### config.mk
export PLATFORM = sky130hd
export DESIGN_NAME = seg_col_loader
export DESIGN_NICKNAME = d
export VERILOG_FILES = /design/src/rtl/seg_col_loader_pkg.sv /design/src/rtl/sl_edge_sync.sv /design/src/rtl/sl_chain_ctrl.sv /design/src/rtl/sl_data_reg.sv /design/src/rtl/sl_out_latch.sv /design/src/rtl/seg_col_loader.sv
export SDC_FILE = /design/constraint.sdc
export NUM_CORES = 1
export LEC_CHECK = 0
export BUFFER_PORTS_ARGS = -buffer_cell sky130_fd_sc_hd__buf_4
export CAP_MARGIN = 5
export CORE_UTILIZATION = 59
export DETAILED_ROUTE_END_ITERATION = 8
export PLACE_DENSITY = 0.77
export SLEW_MARGIN = 25
export SYNTH_ARGS = -nofsm -noshare
export SYNTH_HDL_FRONTEND = slang
export SYNTH_SLANG_ARGS = --single-unit
### constraint.sdc
create_clock -name clk -period 2.6 [get_ports clk]
set_clock_uncertainty 0.15 [all_clocks]
set_input_delay 0.13 -clock clk [delete_from_list [all_inputs] [get_ports clk]]
set_output_delay 0.13 -clock clk [all_outputs]
set_load 0.01 [all_outputs]
### src/rtl/seg_col_loader_pkg.sv
package seg_col_loader_pkg;

    typedef enum logic {
        DIR_FWD = 1'b0,
        DIR_REV = 1'b1
    } fill_dir_e;

    typedef struct packed {
        logic sh_fall;
        logic lp_rise;
        logic lp_fall;
    } edge_ev_t;

    // Physical nibble slot written by the k-th accepted nibble.
    function automatic int phys_slot(input int k, input int n, input logic rev);
        return rev ? (n - 1 - k) : k;
    endfunction

endpackage

### src/rtl/sl_edge_sync.sv
module sl_edge_sync
    import seg_col_loader_pkg::*;
(
    input  logic     clk,
    input  logic     rst,
    input  logic     sclk_i,
    input  logic     lp_i,
    output edge_ev_t ev_o
);
    logic sclk_q;
    logic lp_q;

    always_ff @(posedge clk) begin
        if (rst) begin
            sclk_q <= 1'b0;
            lp_q   <= 1'b0;
        end else begin
            sclk_q <= sclk_i;
            lp_q   <= lp_i;
        end
    end

    always_comb begin
        ev_o.sh_fall = sclk_q & ~sclk_i;
        ev_o.lp_rise = lp_i & ~lp_q;
        ev_o.lp_fall = lp_q & ~lp_i;
    end
endmodule

### src/rtl/sl_chain_ctrl.sv
module sl_chain_ctrl
    import seg_col_loader_pkg::*;
#(
    parameter int NIB_N = 20,
    localparam int CNT_W = $clog2(NIB_N + 1)
) (
    input  logic             clk,
    input  logic             rst,
    input  logic             sh_fall,
    input  logic             lp_rise,
    input  fill_dir_e        dir,
    input  logic             en_l_n_i,
    input  logic             en_r_n_i,
    output logic             en_l_n_o,
    output logic             en_r_n_o,
    output logic             wr_o,
    output logic [CNT_W-1:0] idx_o
);
    logic [CNT_W-1:0] cnt_q;
    logic             full;
    logic             en_in_n;

    assign en_in_n = (dir == DIR_FWD) ? en_l_n_i : en_r_n_i;
    assign full    = (cnt_q == CNT_W'(NIB_N));
    assign wr_o    = sh_fall & ~lp_rise & ~en_in_n & ~full;
    assign idx_o   = cnt_q;

    assign en_r_n_o = (dir == DIR_FWD) ? ~full : 1'b1;
    assign en_l_n_o = (dir == DIR_REV) ? ~full : 1'b1;

    always_ff @(posedge clk) begin
        if (rst) begin
            cnt_q <= '0;
        end else if (lp_rise) begin
            cnt_q <= '0;
        end else if (wr_o) begin
            cnt_q <= cnt_q + CNT_W'(1);
        end
    end

    assert_cnt_bound_R7: assert property (@(posedge clk) disable iff (rst)
        cnt_q <= CNT_W'(NIB_N));

    assert_idle_hold_R6: assert property (@(posedge clk) disable iff (rst)
        (en_in_n && !lp_rise) |=> $stable(cnt_q));

    assert_edge_only_R2: assert property (@(posedge clk) disable iff (rst)
        (!sh_fall && !lp_rise) |=> $stable(cnt_q));

    assert_restart_R11: assert property (@(posedge clk) disable iff (rst)
        lp_rise |=> (cnt_q == '0));
endmodule

### src/rtl/sl_data_reg.sv
module sl_data_reg
    import seg_col_loader_pkg::*;
#(
    parameter int SEG_N = 80,
    parameter int NIB_W = 4,
    localparam int NIB_N = SEG_N / NIB_W,
    localparam int CNT_W = $clog2(NIB_N + 1)
) (
    input  logic             clk,
    input  logic             rst,
    input  logic             wr_i,
    input  logic [CNT_W-1:0] idx_i,
    input  fill_dir_e        dir,
    input  logic [NIB_W-1:0] din_i,
    output logic [SEG_N-1:0] dreg_o
);
    logic [NIB_W-1:0] slot_q [NIB_N];
    logic [NIB_W-1:0] din_rev;
    int               phys;

    always_comb begin
        for (int j = 0; j < NIB_W; j++) begin
            din_rev[NIB_W-1-j] = din_i[j];
        end
        phys = phys_slot(int'(idx_i), NIB_N, dir == DIR_REV);
    end

    always_ff @(posedge clk) begin
        if (rst) begin
            for (int p = 0; p < NIB_N; p++) begin
                slot_q[p] <= '0;
            end
        end else if (wr_i) begin
            for (int p = 0; p < NIB_N; p++) begin
                if (p == phys) begin
                    slot_q[p] <= (dir == DIR_REV) ? din_rev : din_i;
                end
            end
        end
    end

    for (genvar p = 0; p < NIB_N; p++) begin : g_flat
        assign dreg_o[p*NIB_W +: NIB_W] = slot_q[p];
    end

    assert_no_write_hold_R6: assert property (@(posedge clk) disable iff (rst)
        !wr_i |=> $stable(dreg_o));
endmodule

### src/rtl/sl_out_latch.sv
module sl_out_latch #(
    parameter int SEG_N = 80
) (
    input  logic             clk,
    input  logic             rst,
    input  logic             lp_rise,
    input  logic             lp_fall,
    input  logic             blank_n_i,
    input  logic [SEG_N-1:0] dreg_i,
    output logic [SEG_N-1:0] seg_o
);
    logic [SEG_N-1:0] hold_q;
    logic [SEG_N-1:0] seg_q;

    always_ff @(posedge clk) begin
        if (rst) begin
            hold_q <= '0;
            seg_q  <= '0;
        end else begin
            if (lp_rise) hold_q <= dreg_i;
            if (lp_fall) seg_q  <= hold_q;
        end
    end

    assign seg_o = blank_n_i ? seg_q : '0;

    assert_seg_hold_R8: assert property (@(posedge clk) disable iff (rst)
        !lp_fall |=> $stable(seg_q));

    assert_capture_R8: assert property (@(posedge clk) disable iff (rst)
        lp_rise |=> (hold_q == $past(dreg_i)));

    assert_blank_R9: assert property (@(posedge clk) disable iff (rst)
        !blank_n_i |-> (seg_o == '0));
endmodule

### src/rtl/seg_col_loader.sv
module seg_col_loader
    import seg_col_loader_pkg::*;
#(
    parameter int SEG_N = 80,
    parameter int NIB_W = 4
) (
    input  logic             clk,
    input  logic             rst,
    input  logic             sclk_i,
    input  logic             lp_i,
    input  logic [NIB_W-1:0] data_i,
    input  logic             dir_i,
    input  logic             blank_n_i,
    input  logic             en_l_n_i,
    input  logic             en_r_n_i,
    output logic             en_l_n_o,
    output logic             en_r_n_o,
    output logic [SEG_N-1:0] seg_o
);
    localparam int NIB_N = SEG_N / NIB_W;
    localparam int CNT_W = $clog2(NIB_N + 1);

    edge_ev_t         ev;
    fill_dir_e        dir;
    logic             wr;
    logic [CNT_W-1:0] idx;
    logic [SEG_N-1:0] dreg;
    logic             sh_fall;
    logic             lp_rise;
    logic             lp_fall;

    assign dir     = fill_dir_e'(dir_i);
    assign sh_fall = ev.sh_fall;
    assign lp_rise = ev.lp_rise;
    assign lp_fall = ev.lp_fall;

    sl_edge_sync u_edge (
        .clk    (clk),
        .rst    (rst),
        .sclk_i (sclk_i),
        .lp_i   (lp_i),
        .ev_o   (ev)
    );

    sl_chain_ctrl #(.NIB_N(NIB_N)) u_ctrl (
        .clk      (clk),
        .rst      (rst),
        .sh_fall  (sh_fall),
        .lp_rise  (lp_rise),
        .dir      (dir),
        .en_l_n_i (en_l_n_i),
        .en_r_n_i (en_r_n_i),
        .en_l_n_o (en_l_n_o),
        .en_r_n_o (en_r_n_o),
        .wr_o     (wr),
        .idx_o    (idx)
    );

    sl_data_reg #(.SEG_N(SEG_N), .NIB_W(NIB_W)) u_dreg (
        .clk    (clk),
        .rst    (rst),
        .wr_i   (wr),
        .idx_i  (idx),
        .dir    (dir),
        .din_i  (data_i),
        .dreg_o (dreg)
    );

    sl_out_latch #(.SEG_N(SEG_N)) u_out (
        .clk       (clk),
        .rst       (rst),
        .lp_rise   (lp_rise),
        .lp_fall   (lp_fall),
        .blank_n_i (blank_n_i),
        .dreg_i    (dreg),
        .seg_o     (seg_o)
    );

    assert_unused_out_high_R5: assert property (@(posedge clk) disable iff (rst)
        (dir_i ? en_r_n_o : en_l_n_o) == 1'b1);
endmodule

==> run_summary.xml <==
<?xml version="1.0" encoding="UTF-8"?>
<metrics>
  <group name="status">
    <metric name="result_of_the_run" unit="">finished, final reports clean</metric>
  </group>
  <group name="clock_network">
    <metric name="tritoncts" unit="">yes</metric>
    <metric name="tritoncts_num_sinks" unit="">247</metric>
    <metric name="cts.htree.levels" unit="">1</metric>
    <metric name="ctsRootBufferMaster" unit="">sky130_fd_sc_hd__clkbuf_16</metric>
    <metric name="clk_transition_reported_paths" unit="ps">60</metric>
    <metric name="cts-buffers-inserted" unit="">24</metric>
    <metric name="worstSkewPairLatency" unit="ps">510</metric>
    <metric name="max_buffers_root_to_sink" unit="">3</metric>
  </group>
  <group name="place">
    <metric name="hpwl" unit="mm">12.8</metric>
    <metric name="place.port_buffers" unit="">93</metric>
    <metric name="dp.cells" unit="">1330</metric>
    <metric name="globalplace.congestion" unit="">0.824</metric>
  </group>
  <group name="pwr">
    <metric name="power.density_cell_area" unit="nW/um^2">681</metric>
    <metric name="static-leakage-power" unit="nW">4.31</metric>
    <metric name="vdd.ir_drop.worst" unit="mV">0.579</metric>
    <metric name="report.power.total" unit="mW">7.83</metric>
  </group>
  <group name="synthesis">
    <metric name="yosys.area.top_type" unit="">sky130_fd_sc_hd__dfxtp_1</metric>
    <metric name="syn_inst" unit="">1079</metric>
    <metric name="seq_area_frac_synth" unit="%">59.1</metric>
    <metric name="synth_edf_count" unit="">80</metric>
    <metric name="synth.net_count" unit="">1098</metric>
    <metric name="netlist_top_cells_area" unit="">sky130_fd_sc_hd__dfxtp_1, sky130_fd_sc_hd__edfxtp_1, sky130_fd_sc_hd__nand2_1</metric>
    <metric name="synthDominantCellAreaShare" unit="%">34.4</metric>
    <metric name="synth_seq_cells" unit="">247</metric>
    <metric name="most_common_cell_in_the_netlist" unit="">sky130_fd_sc_hd__nand2_1</metric>
    <metric name="asyncSetResetFlopFracSynth" unit="%">0</metric>
    <metric name="synthesis.area" unit="um^2">9730</metric>
    <metric name="number_of_library_cell_types_mapped_by_synthesis" unit="">43</metric>
    <metric name="synth_top_cells_by_count" unit="">sky130_fd_sc_hd__nand2_1, sky130_fd_sc_hd__dfxtp_1, sky130_fd_sc_hd__a21oi_1, sky130_fd_sc_hd__and2_1, sky130_fd_sc_hd__edfxtp_1</metric>
    <metric name="syn_avg_cell_area" unit="um^2">9.01</metric>
    <metric name="yosys_most_used_dff" unit="">sky130_fd_sc_hd__dfxtp_1</metric>
    <metric name="ys_warns" unit="">0</metric>
  </group>
  <group name="drt">
    <metric name="routed_wirelength" unit="mm">19.8</metric>
    <metric name="number_of_remaining_drc_errors" unit="">0</metric>
    <metric name="detailed_router_iteration_count_before_antenna_repair" unit="">5</metric>
    <metric name="postRouteAntennaNets" unit="">0</metric>
    <metric name="routed_via_density" unit="">5.37</metric>
    <metric name="vias" unit="">7421</metric>
    <metric name="dr.first_iter.drc_count" unit="">607</metric>
    <metric name="route.detailed.wl_per_inst" unit="um">14.3</metric>
  </group>
  <group name="finish">
    <metric name="stdcell_count" unit="">1382</metric>
    <metric name="layout-drive-gt1-share" unit="%">15.8</metric>
    <metric name="finalCoreUtilization" unit="%">71.8</metric>
    <metric name="antennaDiodeCount" unit="">0</metric>
    <metric name="layout-area-overhead-vs-synth" unit="%">18.2</metric>
    <metric name="layout.nets" unit="">1167</metric>
  </group>
  <group name="setup_path">
    <metric name="cp_max_fo" unit="">7</metric>
    <metric name="arrival" unit="ps">2570</metric>
    <metric name="setup.worst_path.end_class" unit="">flop</metric>
    <metric name="worstPathRequired" unit="ps">2650</metric>
    <metric name="path_class" unit="">reg -&gt; reg</metric>
    <metric name="cp-start-kind" unit="">flop</metric>
    <metric name="crit_path_max_incr_delay" unit="ps">490</metric>
    <metric name="timing.critical_path.slowest_stage_cell" unit="">sky130_fd_sc_hd__or3b_1</metric>
    <metric name="timing.critical_path.max_delay_family" unit="">simple AND/OR/NAND/NOR gates</metric>
    <metric name="buffers_and_inverters_on_the_worst_path" unit="">1</metric>
    <metric name="path_cells" unit="">inv_1 &gt; ha_1 &gt; a21boi_2 &gt; nor2_1 &gt; or3b_1 &gt; o21bai_2</metric>
  </group>
  <group name="flow_run">
    <metric name="maxCapViolCount" unit="">0</metric>
  </group>
  <group name="grt">
    <metric name="grt_pass1_vias" unit="">6619</metric>
    <metric name="antenna_violations_before_repair" unit="">0</metric>
    <metric name="grt_pass1_wl" unit="mm">31.9</metric>
    <metric name="grtUsageTotal" unit="%">23.6</metric>
    <metric name="residual_overflow_from_global_routing" unit="">0</metric>
    <metric name="grt_start_max_net_pins" unit="">87</metric>
  </group>
  <group name="timing">
    <metric name="timing.fmax" unit="GHz">0.397</metric>
    <metric name="hold_violations" unit="">0</metric>
    <metric name="layout_worst_path_cycle_share" unit="%">96.9</metric>
    <metric name="timing.hold.ws" unit="ps">43.2</metric>
    <metric name="slew_at_the_pin_closest_to_its_max_slew_limit" unit="ps">654</metric>
    <metric name="number_of_slew_limit_violations_in_the_final_report" unit="">0</metric>
    <metric name="setup-violations-final" unit="">0</metric>
    <metric name="timing.slew.headroom" unit="%">56.4</metric>
    <metric name="timing.final.crit_period" unit="ps">2520</metric>
  </group>
  <group name="floorplanning">
    <metric name="floorplan.rows" unit="">46</metric>
    <metric name="placeable_core_region" unit="um^2">16000</metric>
    <metric name="die_h" unit="um">130</metric>
    <metric name="die-area" unit="um^2">17000</metric>
    <metric name="floorplan.initialDensity" unit="%">60.8</metric>
    <metric name="die-width" unit="um">130</metric>
    <metric name="pin_count" unit="">94</metric>
  </group>
  <group name="min_path">
    <metric name="timing.hold.worst.class" unit="">in -&gt; reg</metric>
  </group>
</metrics>
==> cell type report <==
type	instances	area (um^2)
clock buffers	38	717
clock inverters	6	43.8
multi-input cells	747	3720
repair buffers	120	968
flip-flops and latches	247	5750
well taps	216	270
fillers	1224	4500
inverters	8	30.0
==> where the power goes <==
group | switching, mW | total, mW | leakage, nW | internal (mW)
registers | 0.0510 | 4.14 | 2.18 | 4.09
clock network | 1.40 | 3.30 | 0.372 | 1.90
logic | 0.268 | 0.395 | 1.76 | 0.127
==> cell families after synthesis <==
family | count (synthesis) | share of synthesized area [%]
AND/OR/NAND/NOR | 538 | 24.4
multiplexers | 8 | 0.888
adder cells (fa/ha/maj) | 7 | 0.901
flip-flops | 247 | 59.1
XOR/XNOR | 4 | 0.360
AO/OA/AOI/OAI | 190 | 10.7
buffers and inverters | 85 | 3.63
==> through the flow <==
step	setup TNS, ps	worst slack [ps]	instance area (um^2)
2_1_floorplan	0	264	9730
6_report	0	80.4	11500
5_1_grt	-81.2	-14.0	11500
4_1_cts	0	5.43	11400
3_3_place_gp	0	184	10600
3_5_place_dp	0	55.6	10600
==> path summary, 6_finish.rpt <==
path                                       from                    to  slack [ps]  depth (start not counted)
worst max register to register  u_ctrl.idx_o[2]  u_dreg.slot_q[0][71]          80                          6
worst min-delay path                  data_i[2]  u_dreg.slot_q[0][10]          40                          4
worst min register to register  u_out.seg_q[69]       u_out.seg_q[69]         300                          2
worst max-delay path            u_ctrl.idx_o[2]  u_dreg.slot_q[0][71]          80                          6
==> worst reg2reg max path, cell delays in order, from the launching register on <==
cell,delay (ps)
sky130_fd_sc_hd__dfxtp_1,480
sky130_fd_sc_hd__inv_1,170
sky130_fd_sc_hd__ha_1,300
sky130_fd_sc_hd__a21boi_2,250
sky130_fd_sc_hd__nor2_1,100
sky130_fd_sc_hd__or3b_1,490
sky130_fd_sc_hd__o21bai_2,260
==> cell usage in the layout, fill, tap and decap left out, types with 3 or more instances in the layout <==
cell type / count
sky130_fd_sc_hd__clkbuf_1: 9
sky130_fd_sc_hd__o21bai_2: 16
sky130_fd_sc_hd__nand2b_1: 5
sky130_fd_sc_hd__buf_4: 109
sky130_fd_sc_hd__buf_12: 4
sky130_fd_sc_hd__mux2i_1: 6
sky130_fd_sc_hd__o211a_1: 3
sky130_fd_sc_hd__a21oi_1: 162
sky130_fd_sc_hd__clkbuf_16: 26
sky130_fd_sc_hd__or2_2: 3
sky130_fd_sc_hd__edfxtp_1: 80
sky130_fd_sc_hd__clkinv_2: 4
sky130_fd_sc_hd__o21ai_1: 4
sky130_fd_sc_hd__dlygate4sd3_1: 7
sky130_fd_sc_hd__inv_1: 8
sky130_fd_sc_hd__nand4_1: 4
sky130_fd_sc_hd__nor2b_1: 3
sky130_fd_sc_hd__nand3_1: 13
sky130_fd_sc_hd__and2_1: 82
sky130_fd_sc_hd__nor2_1: 77
sky130_fd_sc_hd__dfxtp_1: 167
sky130_fd_sc_hd__nand2_1: 332
sky130_fd_sc_hd__nor3_1: 4
sky130_fd_sc_hd__ha_1: 7
==> flip-flops by register name (all words and copies together) (netlist names) <==
name	cells
u_dreg.slot_q	80
u_out.seg_q	80
u_edge.lp_q	1
u_out.hold_q	80
u_ctrl.idx_o	5
u_edge.sclk_q	1
==> routing by layer <==
layer,routed length (um),share of wire [%],global-route usage [%],vias to the layer above
met5,0,0,0,-
met3,917,4.6,3.83,31
li1,-,-,-,3675
met1,9010,46,33.0,3536
met2,9550,48,38.7,179
met4,321,1.6,5.68,0
==> what timing repair did <==
action,CTS,global route
resized for setup,0,20
setup endpoints to repair,0,80
hold buffers,7,0
setup buffers,0,1
hold endpoints to repair,29,0
No activity file was read; power rests on OpenSTA's default activity.
